File: config.mk
export PLATFORM = sky130hd
export DESIGN_NAME = psfb_gate_driver
export DESIGN_NICKNAME = d
export VERILOG_FILES = /design/src/rtl/psfb_gate_driver.sv
export SDC_FILE = /design/constraint.sdc
export NUM_CORES = 1
export LEC_CHECK = 0
export BUFFER_PORTS_ARGS = -buffer_cell sky130_fd_sc_hd__buf_2
export CAP_MARGIN = 30
export CORE_MARGIN = 2
export CORE_UTILIZATION = 38
export CTS_BUF_LIST = sky130_fd_sc_hd__clkbuf_4
export DETAILED_ROUTE_END_ITERATION = 8
export GPL_TIMING_DRIVEN = 0
export PLACE_DENSITY = 0.64
export SLEW_MARGIN = 15
export SYNTH_ARGS = -nofsm -noshare
export SYNTH_HDL_FRONTEND = slang
export SYNTH_SLANG_ARGS = --single-unit
File: constraint.sdc
create_clock -name clk -period 17.88 [get_ports clk]
set_input_delay 3.576 -clock clk [delete_from_list [all_inputs] [get_ports clk]]
set_output_delay 3.576 -clock clk [all_outputs]
set_load 0.01 [all_outputs]
File: src/rtl/psfb_gate_driver.sv
module psfb_gate_driver #(
  parameter int PERIOD    = 750,
  parameter int PH_W      = 16,
  parameter int DB_W      = 4,
  parameter int SC_W      = 5,
  parameter int MAX_SHIFT = 5
) (
  input  logic            clk,
  input  logic            rst_n,
  input  logic [PH_W-1:0] phase_cmd,
  input  logic [DB_W-1:0] db_left,
  input  logic [DB_W-1:0] db_right,
  input  logic [SC_W-1:0] db_scale,
  output logic            gate_lh,
  output logic            gate_ll,
  output logic            gate_rh,
  output logic            gate_rl
);
  localparam int HALF = PERIOD / 2;
  localparam int CW   = $clog2(PERIOD);
  localparam int FRAC = PH_W - 1;
  localparam int PW   = PH_W + CW + 2;
  localparam int SW   = SC_W - 2;
  localparam int DTW  = DB_W + MAX_SHIFT;

  logic [CW-1:0]          cnt;
  logic signed [PH_W-1:0] sh_phase;
  logic [DB_W-1:0]        sh_db [2];
  logic [SC_W-1:0]        sh_sc;
  logic                   wrap;

  assign wrap = (cnt == CW'(PERIOD - 1));

  always_ff @(posedge clk or negedge rst_n) begin
    if (!rst_n) begin
      cnt      <= '0;
      sh_phase <= '0;
      sh_db[0] <= '0;
      sh_db[1] <= '0;
      sh_sc    <= '0;
    end else begin
      cnt <= wrap ? '0 : cnt + 1'b1;
      if (wrap) begin
        sh_phase <= $signed(phase_cmd);
        sh_db[0] <= db_left;
        sh_db[1] <= db_right;
        sh_sc    <= db_scale;
      end
    end
  end

  logic signed [PW-1:0] prod;
  logic signed [PW-1:0] off;
  logic [CW-1:0]        rcnt;

  assign prod = sh_phase * $signed({2'b00, CW'(HALF)});
  assign off  = prod >>> FRAC;

  always_comb begin
    int o;
    int r;
    o = int'(off);
    if (o < 0) o = o + PERIOD;
    r = int'(cnt) - o;
    if (r < 0) r = r + PERIOD;
    rcnt = CW'(r);
  end

  logic [SW-1:0] shift;
  assign shift = (int'(sh_sc[SC_W-1:2]) > MAX_SHIFT) ? SW'(MAX_SHIFT) : sh_sc[SC_W-1:2];

  logic raw [2];
  logic hi  [2];
  logic lo  [2];

  assign raw[0] = (cnt  < CW'(HALF));
  assign raw[1] = (rcnt < CW'(HALF));

  for (genvar g = 0; g < 2; g++) begin : g_leg
    logic           rq;
    logic [CW-1:0]  age;
    logic [DTW-1:0] dt;

    assign dt = DTW'(sh_db[g]) << shift;

    always_ff @(posedge clk or negedge rst_n) begin
      if (!rst_n) begin
        rq    <= 1'b0;
        age   <= '0;
        hi[g] <= 1'b0;
        lo[g] <= 1'b0;
      end else begin
        hi[g] <= rq  && (int'(age) >= int'(dt));
        lo[g] <= !rq && (int'(age) >= int'(dt));
        if (raw[g] != rq) begin
          rq  <= raw[g];
          age <= '0;
        end else if (age != '1) begin
          age <= age + 1'b1;
        end
      end
    end
  end

  assign gate_lh = hi[0];
  assign gate_ll = lo[0];
  assign gate_rh = hi[1];
  assign gate_rl = lo[1];
endmodule

# After elaboration in Yosys (flattened, before gate mapping)
# Cells that the tools add are included.
# W data, S select, Z words.
# classes
shift	2
addsub	6
n_mul	1
n_reduce_logical	8
n_mux	8
order_cmp	7
eq_ne	5
# ops
cell	n
$mux W10	6
$lt A32 B1 Y1 const B	1
$mux W32	1
$sub A11 B32 Y32	1
$add A10 B1 Y10 const B	3
$mul A16 B10 Y26 const B	1
$ge A10 B9 Y1	2
$lt A10 B9 Y1 const B	2
$ne A10 B10 Y1 const B	2
$shl A4 B3 Y9	2
$add A11 B11 Y12 const B	1
$lt A11 B1 Y1 const B	1
$add A10 B10 Y10 const B	1
$eq A10 B10 Y1 const B	1
$logic_and A1 B1 Y1	4
$reduce_bool A2 Y1	2
$gt A3 B3 Y1 const B	1
$mux W3	1
$logic_not A1 Y1	2
$ne A1 B1 Y1	2
# totals
word_cells	50
in_bits	31
ff_bits	65

# Longest topological paths before layout
# logic_depth
word_depth	9
ltp_mapped	35
ltp_nobuf	35

# Worst setup path before layout
# OpenSTA, ideal clock, no wires.
# synth_path
path_type	flip-flop to flip-flop
startpoint	reg sh_phase[15]
endpoint	reg g_leg[1].age[0]
setup_ns	0.149
setup_slack_ns	9.372
synth_period_minus_slack_ns	8.508
path_stages_with_launch	30
arrival_ns	8.360
required_time_ns	17.731
path_cell_list	dfrtp_1 > inv_1 > fa_1 > inv_1 > ha_1 > fa_1 > inv_1 > fa_1 > fa_1 > inv_1 > ha_1 > clkbuf_1 > a21oi_1 > nor2b_1 > nor3_1 > a21oi_1 > o21a_1 > o21a_1 > nor2_1 > mux2_2 > ha_1 > nand2b_1 > a2111o_1 > o311ai_2 > nand3_2 > or4_1 > a31o_1 > a32o_2 > o41ai_4 > nor3_1
# synth_between
elab_chain_len	9
elab_cells_between_ends	12
# synth_lines
item	line	rtl
start: declaration	27	logic signed [PH_W-1:0] sh_phase;
start signal: assignment	44	sh_phase <= $signed(phase_cmd);
$mul A16 B10 Y26 *	56	assign prod = sh_phase * $signed({2'b00, CW'(HALF)});
$add A11 B11 Y12 or $lt A11 B1 Y1 (tied branches)	63	if (o < 0) o = o + PERIOD;
$mux W32 *	63	
$sub A11 B32 Y32 *	64	r = int'(cnt) - o;
$lt A32 B1 Y1 or $add A10 B10 Y10 (tied branches)	65	if (r < 0) r = r + PERIOD;
$mux W10 *	65	
$lt A10 B9 Y1 *	77	assign raw[1] = (rcnt < CW'(HALF));
$ne A1 B1 Y1 *	95	if (raw[g] != rq) begin
$mux W10 or $reduce_bool A2 Y1 (tied branches)	-	
end signal: assignment	99	age <= age + 1'b1;
end: declaration	81	logic [CW-1:0] age;
# Mark *: on every way between the ends. The rest lies on a longest branch, timed or not.
# A chain may end at the register's enable or synchronous reset.

# Worst setup path after layout
# layout_path
startpoint	reg sh_phase[15]
endpoint	reg g_leg[1].age[4]
# Same word-level chain as after synthesis.

==> impl_metrics.yaml <==
clock_tree:
  clk_latency_ns: 0.43
  cts_sinks: 63
  clock_path_buffers: 2
  path_clk_slew_ns: 0.12
  cts_resized: 0
  cts_htree_levels: 3
  cts_setup_buffers: 0
  cts_hold_repair.buffers: 0
  cts_tree: "yes"
  cts_root_buf: "clkbuf_4"
  cts-buffers-inserted: 9
layout:
  instances_no_fill: 1207
  postLayoutCoreUtil_pct: 42.1
  stdcell_area_um2: 8870
  drive_above_1_share_pct: 10.1
  n_antenna_cell: 0
  finalNetCount: 1140
  area_growth_pct: 8.17
critical_path:
  crit_path_end_kind: "flip-flop"
  crit_start: "sh_phase[15]$_DFFE_PN0N_"
  critical_path_required_ns: 18.16
  start_kind: "flip-flop"
  crit_slowest_cell: "dfrtp_1"
  max_stage_delay_ns: 0.83
  path_max_fanout: 16
  worst-setup-path-type: "reg -> reg"
  cpMostUsedCell: "fa_1"
  arrival_ns: 9.81
  r2r-start: "sh_phase[15]$_DFFE_PN0N_"
pwr:
  powerDensity_nw_per_um2: 28.3
  power.share.clock_pct: 40.7
  ir_worst_vdd_uv: 36.5
  p_sw_share_pct: 24.8
  power_mw: 0.251
  seqPwrFrac_pct: 56.7
  p_leak_nw: 4.25
  intPower_mw: 0.189
  p_comb_share_pct: 2.6
  p_switching_mw: 0.0623
placed_design:
  dp_cells: 1191
  dp_slack_ns: 8.31
  placedInstanceArea_um2: 8740
  portBuffers: 32
  dp_hpwl_mm: 13.9
  place.gp.congestion: 0.801
synthesis:
  synth_top_cell_area_share_pct: 19.2
  ys_ff_latch: 63
  synth_edf_count: 0
  ys_top_cells_by_area: "dfrtp_1, fa_1, ha_1"
  synth_top_flop_cell: "dfrtp_1"
  post_synth.cell_area_avg_um2: 9.29
  synthesis.nets: 1096
  yosysMostFrequentCell: "inv_1"
  synth_largest_area_cell: "dfrtp_1"
  netlist_top_cells_count: "inv_1, ha_1, fa_1, dfrtp_1, nand2_1"
  synth-seq-area-share_pct: 19.2
  synthesis.area_um2: 8200
  syn_inst: 883
  synthArstFlopShare_pct: 100
  synth_cell_type_count: 74
  ys_warn_count: 0
die:
  ios: 35
  coreArea_um2: 21100
  die_width_um: 151
  start_util_pct: 38.9
  die_h_um: 151
  rows: 53
  dieArea_um2: 22800
sta:
  worst_pin_slew_ns: 0.782
  clock_skew_ns: 0.0309
  slew_headroom_pct: 47.7
  setup_slack_ns: 8.34
  finalCritPeriodShare_pct: 53.3
  setup_viol: 0
  rsz0062_at_grt: "no"
  post-route-min-period_ns: 9.54
  maxSlewViolCount: 0
  whs_ns: 0.461
  hold_viol: 0
  fin_setup_tns_ns: 0
  clock.fmax_ghz: 0.105
global_route:
  grt_pass1_wl_mm: 30.5
  track_usage_pct: 16.3
  grt_pass1_vias: 6496
  overflow: 0
  grt_max_degree: 52
  antenna_found_initial: 0
routing:
  wl_per_cell_um: 14.0
  vias: 6283
  route.detailed.drc: 0
  via_per_inst: 5.21
  drt_iter0_markers: 330
  first_pass_iters: 5
  routed_wirelength_mm: 16.9
  antenna_left: 0
run_status:
  status: "finished clean"
worst_hold_path:
  min_path_type: "reg -> reg"
  worstHoldStart: "g_leg[0].rq$_DFFE_PN0N_"
flow_run:
  cap_violations: 0
-- flip-flops by register name, summed over array words and instances, names as in the netlist --
name and cells:
gate_rl 1, gate_rh 1, sh_phase 16, sh_sc 3, sh_db 8, g_leg.age 20, g_leg.rq 2, gate_lh 1
gate_ll 1, cnt 10
-- critical path: cells and delay by family, from the launching register on --
kind,cells,cell delay [ns]
flip-flops,1,0.83
AO/OA/AOI/OAI,8,2.38
XOR/XNOR,1,0.23
adder cells (fa/ha/maj),7,3.16
buffers and inverters,5,0.78
AND/OR/NAND/NOR,8,1.98
-- worst paths after layout --
kind	to	slack [ns]	cells past startpoint
min reg2reg	gate_ll$_DFF_PN0_	0.46	1
max	g_leg[1].age[4]$_DFFE_PN0P_	8.34	29
min in group asynchronous	sh_phase[9]$_DFFE_PN0N_	3.00	1
max reg2reg	g_leg[1].age[4]$_DFFE_PN0P_	8.34	29
max in group asynchronous	cnt[3]$_DFF_PN0_	14.35	2
min	gate_ll$_DFF_PN0_	0.46	1
-- kinds of logic after synthesis --
logic type	Yosys count	share of synthesized area [%]
simple gates	243	15.6
fa+ha+maj	182	34.8
compound gates	165	14.4
buf+inv	156	7.27
flops	63	19.2
xor+xnor	45	4.80
mux	29	3.90
-- placed cells by master (no fill, tap or decap), drive strengths merged, types with 6 or more instances in the layout --
| cell type | instances |
|---|---|
| nor2 | 47 |
| xnor2 | 23 |
| inv | 134 |
| nand2b | 7 |
| nor4 | 7 |
| fa | 77 |
| o21ai | 34 |
| nor3 | 32 |
| nor2b | 14 |
| a21o | 23 |
| nand3b | 6 |
| a21oi | 35 |
| nand2 | 53 |
| nand4 | 14 |
| mux2 | 24 |
| a31oi | 9 |
| nor3b | 6 |
| buf | 35 |
| nand3 | 20 |
| ha | 105 |
| o21bai | 6 |
| and3 | 14 |
| dfrtp | 63 |
| a211o | 6 |
| clkbuf | 30 |
| xor2 | 22 |
-- layer usage --
layer	share of wire, %	track usage [%]
met4	1.2	3.22
met3	2.4	1.42
met2	48	28.4
met5	0	0
met1	49	22.3
-- power groups by stage --
stage | Clock [mW] | Sequential [mW] | Combinational [mW]
after floorplan | 0 | 0.145 | 0.0000600
after global placement | 0 | 0.145 | 0.00595
after detailed placement | 0 | 0.145 | 0.00695
after CTS | 0.107 | 0.142 | 0.00695
after global routing | 0.112 | 0.142 | 0.00767
final | 0.102 | 0.142 | 0.00663
-- final cells by class --
type | count | area (um2)
Inverter | 134 | 503
Clock inverter | 6 | 61.3
Sequential cell | 63 | 1580
Buffer | 22 | 93.8
Tap cell | 275 | 344
Fill cell | 2111 | 12200
Timing Repair Buffer | 33 | 190
Multi-Input combinational cell | 664 | 6030
Clock buffer | 10 | 75.1
No activity file was read; power rests on OpenSTA's default activity.
